<file path="config.mk">
export PLATFORM = sky130hd
export DESIGN_NAME = spi_hold_master
export DESIGN_NICKNAME = d
export VERILOG_FILES = /design/src/rtl/spi_hold_pkg.sv /design/src/rtl/spi_hold_clkdiv.sv /design/src/rtl/spi_hold_fmt_sel.sv /design/src/rtl/spi_hold_engine.sv /design/src/rtl/spi_hold_master.sv
export SDC_FILE = /design/constraint.sdc
export NUM_CORES = 1
export LEC_CHECK = 0
export BUFFER_PORTS_ARGS = -buffer_cell sky130_fd_sc_hd__buf_2
export CAP_MARGIN = 10
export CORE_MARGIN = 4
export CORE_UTILIZATION = 40
export CTS_CLUSTER_SIZE = 16
export DETAILED_ROUTE_END_ITERATION = 10
export PLACE_DENSITY_LB_ADDON = 0.2
export SYNTH_ARGS = -nofsm -noshare
export SYNTH_HDL_FRONTEND = slang
export SYNTH_SLANG_ARGS = --single-unit
export TNS_END_PERCENT = 50
</file>
<file path="constraint.sdc">
create_clock -name clk -period 1.5 [get_ports clk]
set_input_delay 0.3 -clock clk [delete_from_list [all_inputs] [get_ports clk]]
set_output_delay 0.3 -clock clk [all_outputs]
set_load 0.01 [all_outputs]
</file>
<file path="src/rtl/spi_hold_pkg.sv">
package spi_hold_pkg;
    parameter int unsigned WORD_W     = 16;
    parameter int unsigned REG_W      = 32;
    parameter int unsigned BE_W       = REG_W / 8;
    parameter int unsigned DATA_LANES = WORD_W / 8;
    parameter int unsigned HOLD_BIT   = 28;
    parameter int unsigned FMT_LSB    = 24;
    parameter int unsigned FMT_W      = 2;
    parameter int unsigned NFMT       = 1 << FMT_W;
    parameter int unsigned CTRL_LANE  = 3;
    parameter int unsigned EDGE_W     = $clog2(2 * WORD_W);

    typedef enum logic [1:0] {
        ST_IDLE,
        ST_SHIFT,
        ST_TAIL
    } xfer_st_e;

    typedef struct packed {
        xfer_st_e            st;
        logic                cs_n;
        logic                sclk;
        logic                hold;
        logic [FMT_W-1:0]    fmt;
        logic [WORD_W-1:0]   data;
        logic [WORD_W-1:0]   tx;
        logic [WORD_W-1:0]   rx;
        logic [WORD_W-1:0]   rx_buf;
        logic [EDGE_W-1:0]   edge_cnt;
        logic                done;
    } engine_t;
endpackage

</file>
<file path="src/rtl/spi_hold_clkdiv.sv">
module spi_hold_clkdiv #(
    parameter int unsigned HALF_DIV = 2
) (
    input  logic clk,
    input  logic rst_n,
    input  logic run,
    output logic tick
);
    localparam int unsigned CNT_W = (HALF_DIV > 1) ? $clog2(HALF_DIV) : 1;
    localparam logic [CNT_W-1:0] LAST = CNT_W'(HALF_DIV - 1);

    logic [CNT_W-1:0] cnt_d, cnt_q;

    always_comb begin
        tick  = run && (cnt_q == LAST);
        cnt_d = cnt_q;
        if (!run || tick) cnt_d = '0;
        else              cnt_d = cnt_q + 1'b1;
    end

    always_ff @(posedge clk or negedge rst_n) begin
        if (!rst_n) cnt_q <= '0;
        else        cnt_q <= cnt_d;
    end

    p_tick_only_running_r11: assert property (@(posedge clk) disable iff (!rst_n)
        !run |=> !tick);
endmodule

</file>
<file path="src/rtl/spi_hold_fmt_sel.sv">
module spi_hold_fmt_sel
    import spi_hold_pkg::*;
#(
    parameter logic [NFMT-1:0] FMT_CPOL = 4'b1010
) (
    input  logic [FMT_W-1:0] sel,
    output logic             cpol
);
    logic [NFMT-1:0] hit;

    for (genvar g = 0; g < NFMT; g++) begin : g_fmt
        assign hit[g] = (sel == FMT_W'(g)) && FMT_CPOL[g];
    end

    assign cpol = |hit;
endmodule

</file>
<file path="src/rtl/spi_hold_engine.sv">
module spi_hold_engine
    import spi_hold_pkg::*;
#(
    parameter logic RST_CPOL = 1'b0
) (
    input  logic              clk,
    input  logic              rst_n,
    input  logic              wr_en,
    input  logic [BE_W-1:0]   wr_be,
    input  logic [REG_W-1:0]  wr_data,
    input  logic              cpol_new,
    input  logic              tick,
    input  logic              miso,
    output logic [FMT_W-1:0]  fmt_cur,
    output logic              running,
    output logic              sclk,
    output logic              mosi,
    output logic              cs_n,
    output logic              done,
    output logic [WORD_W-1:0] rx_data
);
    localparam logic [EDGE_W-1:0] LAST_EDGE = EDGE_W'(2 * WORD_W - 1);

    engine_t q, d;
    logic          ctrl_wr, data_wr;
    logic [WORD_W-1:0] merged;

    always_comb begin
        d       = q;
        d.done  = 1'b0;
        ctrl_wr = wr_en && wr_be[CTRL_LANE];
        data_wr = wr_en && (wr_be[DATA_LANES-1:0] != '0);
        merged  = q.data;
        for (int i = 0; i < DATA_LANES; i++) begin
            if (wr_be[i]) merged[i*8 +: 8] = wr_data[i*8 +: 8];
        end
        case (q.st)
            ST_IDLE: begin
                if (ctrl_wr) begin
                    d.hold = wr_data[HOLD_BIT];
                    d.fmt  = wr_data[FMT_LSB +: FMT_W];
                    d.sclk = cpol_new;
                    if (!data_wr && !wr_data[HOLD_BIT]) d.cs_n = 1'b1;
                end
                if (data_wr) begin
                    d.data     = merged;
                    d.tx       = merged;
                    d.cs_n     = 1'b0;
                    d.edge_cnt = '0;
                    d.st       = ST_SHIFT;
                end
            end
            ST_SHIFT: begin
                if (tick) begin
                    d.sclk     = ~q.sclk;
                    d.edge_cnt = q.edge_cnt + 1'b1;
                    if (!q.edge_cnt[0]) d.rx = {q.rx[WORD_W-2:0], miso};
                    else                d.tx = {q.tx[WORD_W-2:0], 1'b0};
                    if (q.edge_cnt == LAST_EDGE) d.st = ST_TAIL;
                end
            end
            ST_TAIL: begin
                if (tick) begin
                    d.cs_n   = ~q.hold;
                    d.done   = 1'b1;
                    d.rx_buf = q.rx;
                    d.st     = ST_IDLE;
                end
            end
            default: d.st = ST_IDLE;
        endcase
    end

    always_ff @(posedge clk or negedge rst_n) begin
        if (!rst_n) begin
            q      <= '0;
            q.st   <= ST_IDLE;
            q.cs_n <= 1'b1;
            q.sclk <= RST_CPOL;
        end else begin
            q <= d;
        end
    end

    assign fmt_cur = q.fmt;
    assign running = (q.st != ST_IDLE);
    assign sclk    = q.sclk;
    assign mosi    = q.tx[WORD_W-1];
    assign cs_n    = q.cs_n;
    assign done    = q.done;
    assign rx_data = q.rx_buf;

    p_cs_low_while_busy_r5: assert property (@(posedge clk) disable iff (!rst_n)
        running |-> !cs_n);
    p_done_one_cycle_r3: assert property (@(posedge clk) disable iff (!rst_n)
        done |=> !done);
    p_ctrl_no_start_r6: assert property (@(posedge clk) disable iff (!rst_n)
        (wr_en && !running && (wr_be[DATA_LANES-1:0] == '0)) |=> !running);
    p_ctrl_release_r7: assert property (@(posedge clk) disable iff (!rst_n)
        (wr_en && !running && wr_be[CTRL_LANE] && (wr_be[DATA_LANES-1:0] == '0)
         && !wr_data[HOLD_BIT]) |=> cs_n);
    p_held_word_keeps_cs_r4: assert property (@(posedge clk) disable iff (!rst_n)
        (running && q.hold) |=> !cs_n);
    p_sclk_quiet_idle_r8: assert property (@(posedge clk) disable iff (!rst_n)
        (!running && !wr_en) |=> $stable(sclk));
    p_sclk_only_on_tick_r11: assert property (@(posedge clk) disable iff (!rst_n)
        (q.st == ST_SHIFT && !tick) |=> $stable(sclk));
    p_fmt_frozen_busy_r10: assert property (@(posedge clk) disable iff (!rst_n)
        (running && $past(running)) |-> $stable(fmt_cur));
endmodule

</file>
<file path="src/rtl/spi_hold_master.sv">
module spi_hold_master
    import spi_hold_pkg::*;
#(
    parameter int unsigned     HALF_DIV = 2,
    parameter logic [NFMT-1:0] FMT_CPOL = 4'b1010
) (
    input  logic        clk,
    input  logic        rst_n,
    input  logic        wr_en,
    input  logic [3:0]  wr_be,
    input  logic [31:0] wr_data,
    input  logic        miso,
    output logic        sclk,
    output logic        mosi,
    output logic        cs_n,
    output logic        busy,
    output logic        done,
    output logic [15:0] rx_data
);
    logic [FMT_W-1:0] fmt_cur, fmt_sel;
    logic             cpol_new, tick, running;

    assign fmt_sel = wr_be[CTRL_LANE] ? wr_data[FMT_LSB +: FMT_W] : fmt_cur;

    spi_hold_fmt_sel #(.FMT_CPOL(FMT_CPOL)) u_fmt (
        .sel  (fmt_sel),
        .cpol (cpol_new)
    );

    spi_hold_clkdiv #(.HALF_DIV(HALF_DIV)) u_div (
        .clk   (clk),
        .rst_n (rst_n),
        .run   (running),
        .tick  (tick)
    );

    spi_hold_engine #(.RST_CPOL(FMT_CPOL[0])) u_eng (
        .clk      (clk),
        .rst_n    (rst_n),
        .wr_en    (wr_en),
        .wr_be    (wr_be),
        .wr_data  (wr_data),
        .cpol_new (cpol_new),
        .tick     (tick),
        .miso     (miso),
        .fmt_cur  (fmt_cur),
        .running  (running),
        .sclk     (sclk),
        .mosi     (mosi),
        .cs_n     (cs_n),
        .done     (done),
        .rx_data  (rx_data)
    );

    assign busy = running;
endmodule

</file>
==> key figures <==
Pwr
  – Total power: 0.00744 W
  – Leakage: 2.16 nW
  – Max VDD drop: ~0.80 mV
  – Power density over the cells: around 1700 nW/um^2

Floorplan
  – Num rows: 34
  – Die Area: about 11000 um^2
  – DIE WIDTH: just over 100 um
  – I/O pin count: 61
  – Die height: around 100 um
  – Initial Utilization: roughly two fifths
  – Core ar.: around 8700 um^2

GRT
  – Routing usage on met2: about 23%
  – Top Usage Layer GRT: met2
  – Met3 Use GR: approximately 3.6%
  – Vias in the first global route: around 2300
  – Global Route Usage Sum: a little over an eighth
  – Total global routing overflow: 0
  – M1 GR Usage: approximately 16%
  – First-pass GRT wire length: between 10000 and 15000 um
  – Initial antenna violation count: 0
  – Largest net degree at the start of global routing: 30

Timing
  – Tcrit/Tclk final: 101%
  – Worst-Margin Slew: ~0.46 ns
  – Final Hold Fails: 0
  – Worst setup margin: -0.00912 ns
  – Setup-failing EPs final: 13
  – Max Clk Rate: 0.663 GHz
  – Min Tclk post-route: 1.51 ns
  – Setup_tns: -0.0542 ns
  – Skew final: 0.00869 ns
  – RSZ-0062 raised after global routing: true
  – Max-slew headroom: about 69%
  – Max-slew violation count: 0

Route
  – Final ANT Viol Nets: 0
  – Final WL: ~6700 um
  – Vias per inst: just over 5
  – DR iter-0 viols: 72
  – Via count of the routed design: 2193
  – Residual DRC: 0
  – DR WL/cell: around 16 um
  – First-pass DRT Iterations: 4

Worst setup path
  – Worst EP arrival: between 1.5 and 2 ns
  – Critical path class: flip-flop to flip-flop
  – Req. time, crit path: between 1.5 and 2 ns
  – Critical Path Fanout Max: 8
  – Critical path capture point type: flip-flop
  – Startpoint types: flip-flop

Synth
  – Post-Synthesis Cells: around 250
  – Syn nets: approximately 300
  – Unique cell type count in the Yosys netlist: between 40 and 50
  – Yosys reg bits: between 70 and 80
  – Cell area after synthesis: ~3600 um^2
  – Post-synthesis sequential area ratio: between 50 and 60%
  – Synth Area per Inst: approximately 14 um^2
  – Yosys warnings: 0

CTS
  – Clk_lat worst skew: 0.35 ns
  – Clock buffer depth: 2
  – Root Buffer: clkbuf_8
  – H-tree Lvls: 3
  – Clk pin slew, worst setup/hold paths: ~0.080 ns
  – CTS tree: built
  – Cts bufs inserted: 9
  – # clock sinks: 76

Final layout
  – Share of cells above drive strength 1: about 48%
  – Non-Filler Cell Area, Final: approximately 4300 um^2
  – Antenna diodes: 0
  – Final nets: 356
  – Area Overhead vs Synth: 21.5%

Run status
  – Violated checks: setup timing
  – Outcome: finished with violations

Place
  – Dpl hpwl: 4410 um
  – Placed cell areas: roughly 4000 um^2
  – IO Port Bufs: 45
  – RePlAce Congestion: about 0.76

Min path
  – HP Class: primary input to flip-flop

Run
  – Total of max-cap violations: 0
kinds of logic (layout without fill, tap and decap cells):
group / count (synthesis) / after routing / synth area share [%]
DFF: 76 / 76 / 53.1
muxes: 66 / 66 / 22.6
AOI/OAI and AO/OA: 50 / 50 / 12.3
buffers and inverters: 37 / 100 / 6.39
and+or+nand+nor: 23 / 25 / 4.89
adders and majority gates: 2 / 2 / 0.699
worst paths after layout:
kind,start,to,slack [ns],depth (start not counted)
max in group asynchronous,rst_n,u_eng.cs_n$_DFFE_PN1P_,0.55,3
min,wr_data[6],u_eng.q[60]$_DFFE_PN0P_,0.17,2
min reg2reg,u_eng.q[4]$_DFFE_PN0P_,u_eng.q[4]$_DFFE_PN0P_,0.48,1
max reg2reg,u_eng.q[76]$_DFFE_PN0P_,u_eng.q[34]$_DFFE_PN0P_,-0.009,5
max,u_eng.q[76]$_DFFE_PN0P_,u_eng.q[34]$_DFFE_PN0P_,-0.009,5
min in group asynchronous,rst_n,u_eng.q[24]$_DFFE_PN0P_,0.40,2
sequential cells by signal, summed over array words and instances (netlist names):
register       count
u_eng.q           55
u_eng.rx_data     16
u_div.cnt_q        1
u_eng.cs_n         1
u_eng.done         1
u_eng.mosi         1
u_eng.sclk         1
synthesized netlist by cell type (all sizes together):
cell	number	area share, %
a211o	1	0.24
a211oi	1	0.21
a21o	17	3.6
a21oi	1	0.14
a221oi	1	0.24
a22oi	1	0.21
a311oi	1	0.24
a32o	1	0.28
and2b	1	0.28
and3	3	0.52
buf	28	5.5
clkbuf	3	0.31
dfrtp	75	52
dfstp	1	0.73
ha	2	0.70
inv	6	0.63
mux2	65	22
mux2i	1	0.28
nand2	4	0.63
nand3	2	0.28
nand3b	2	0.42
nand4b	1	0.66
nor2	3	0.38
nor2b	4	0.70
nor4	1	0.59
o211a	1	0.28
o21ai	3	0.52
o221a	15	4.7
o221ai	1	0.24
o22ai	1	0.17
o2bb2ai	3	0.73
o31ai	1	0.21
o41ai	1	0.24
or2	1	0.17
or3b	1	0.24
final cells by class:
class / count / area [um^2]
Clock buffer: 11 / 151
Clock inverter: 5 / 35.0
Fill cell: 786 / 4370
Inverter: 6 / 25.0
Multi-Input combinational cell: 143 / 1530
Sequential cell: 76 / 1910
Tap cell: 108 / 135
Timing Repair Buffer: 78 / 568
power by group:
group | total [W] | leakage [nW] | switching [W] | internal, W
logic | 0.00267 | 1.11 | 0.00107 | 0.00160
clock network | 0.00146 | 0.0957 | 0.000762 | 0.000694
registers | 0.00331 | 0.955 | 0.000481 | 0.00283
placed cells by master, fill, tap and decap left out, types with 2 or more instances in the layout:
master / count
dfrtp_1: 73
dfrtp_2: 2
buf_2: 43
nor2_1: 2
clkbuf_8: 11
nand3_1: 2
nand2_4: 2
nand2_1: 3
nor2b_1: 4
inv_2: 3
mux2_4: 26
nand3b_1: 2
buf_4: 26
mux2_2: 16
buf_12: 5
clkinv_2: 2
a21o_1: 17
inv_1: 2
o221a_1: 15
mux2_1: 23
buf_6: 2
o2bb2ai_1: 3
and3_1: 3
critical path, cell delays in order, from the launching register on:
cell and delay [ns]:
dfrtp_1 0.38, buf_4 0.16, nor4_4 0.25, buf_4 0.16
clkbuf_16 0.15, mux2_4 0.30
through the flow:
stage                     instances  setup slack, ns  util [%]  hold WS, ns
final                           427         -0.00912      49.9        0.173
after global placement          403          -0.0133      46.1        0.245
after floorplan                 254          -0.0815         -      0.00441
after CTS                       422          -0.0413      49.0        0.152
after global routing            427          -0.0699      49.9        0.166
after detailed placement        403          -0.0246      46.1        0.243
per-layer routing:
layer	vias up	wire length (um)
met3	11	306
li1	1043	-
met5	-	0
met2	48	3130
met1	1091	3160
met4	0	97
timing repair:
action | 4_1_cts | 5_1_grt
buffers inserted | 2 | 4
gates resized for setup | 3 | 15
cloned | 1 | 2
hold endpoints to repair | 24 | 0
setup endpoints to repair | 24 | 47
hold buffers | 1 | 0
pin swaps | 3 | 3
(Power assumes the default switching activity.)
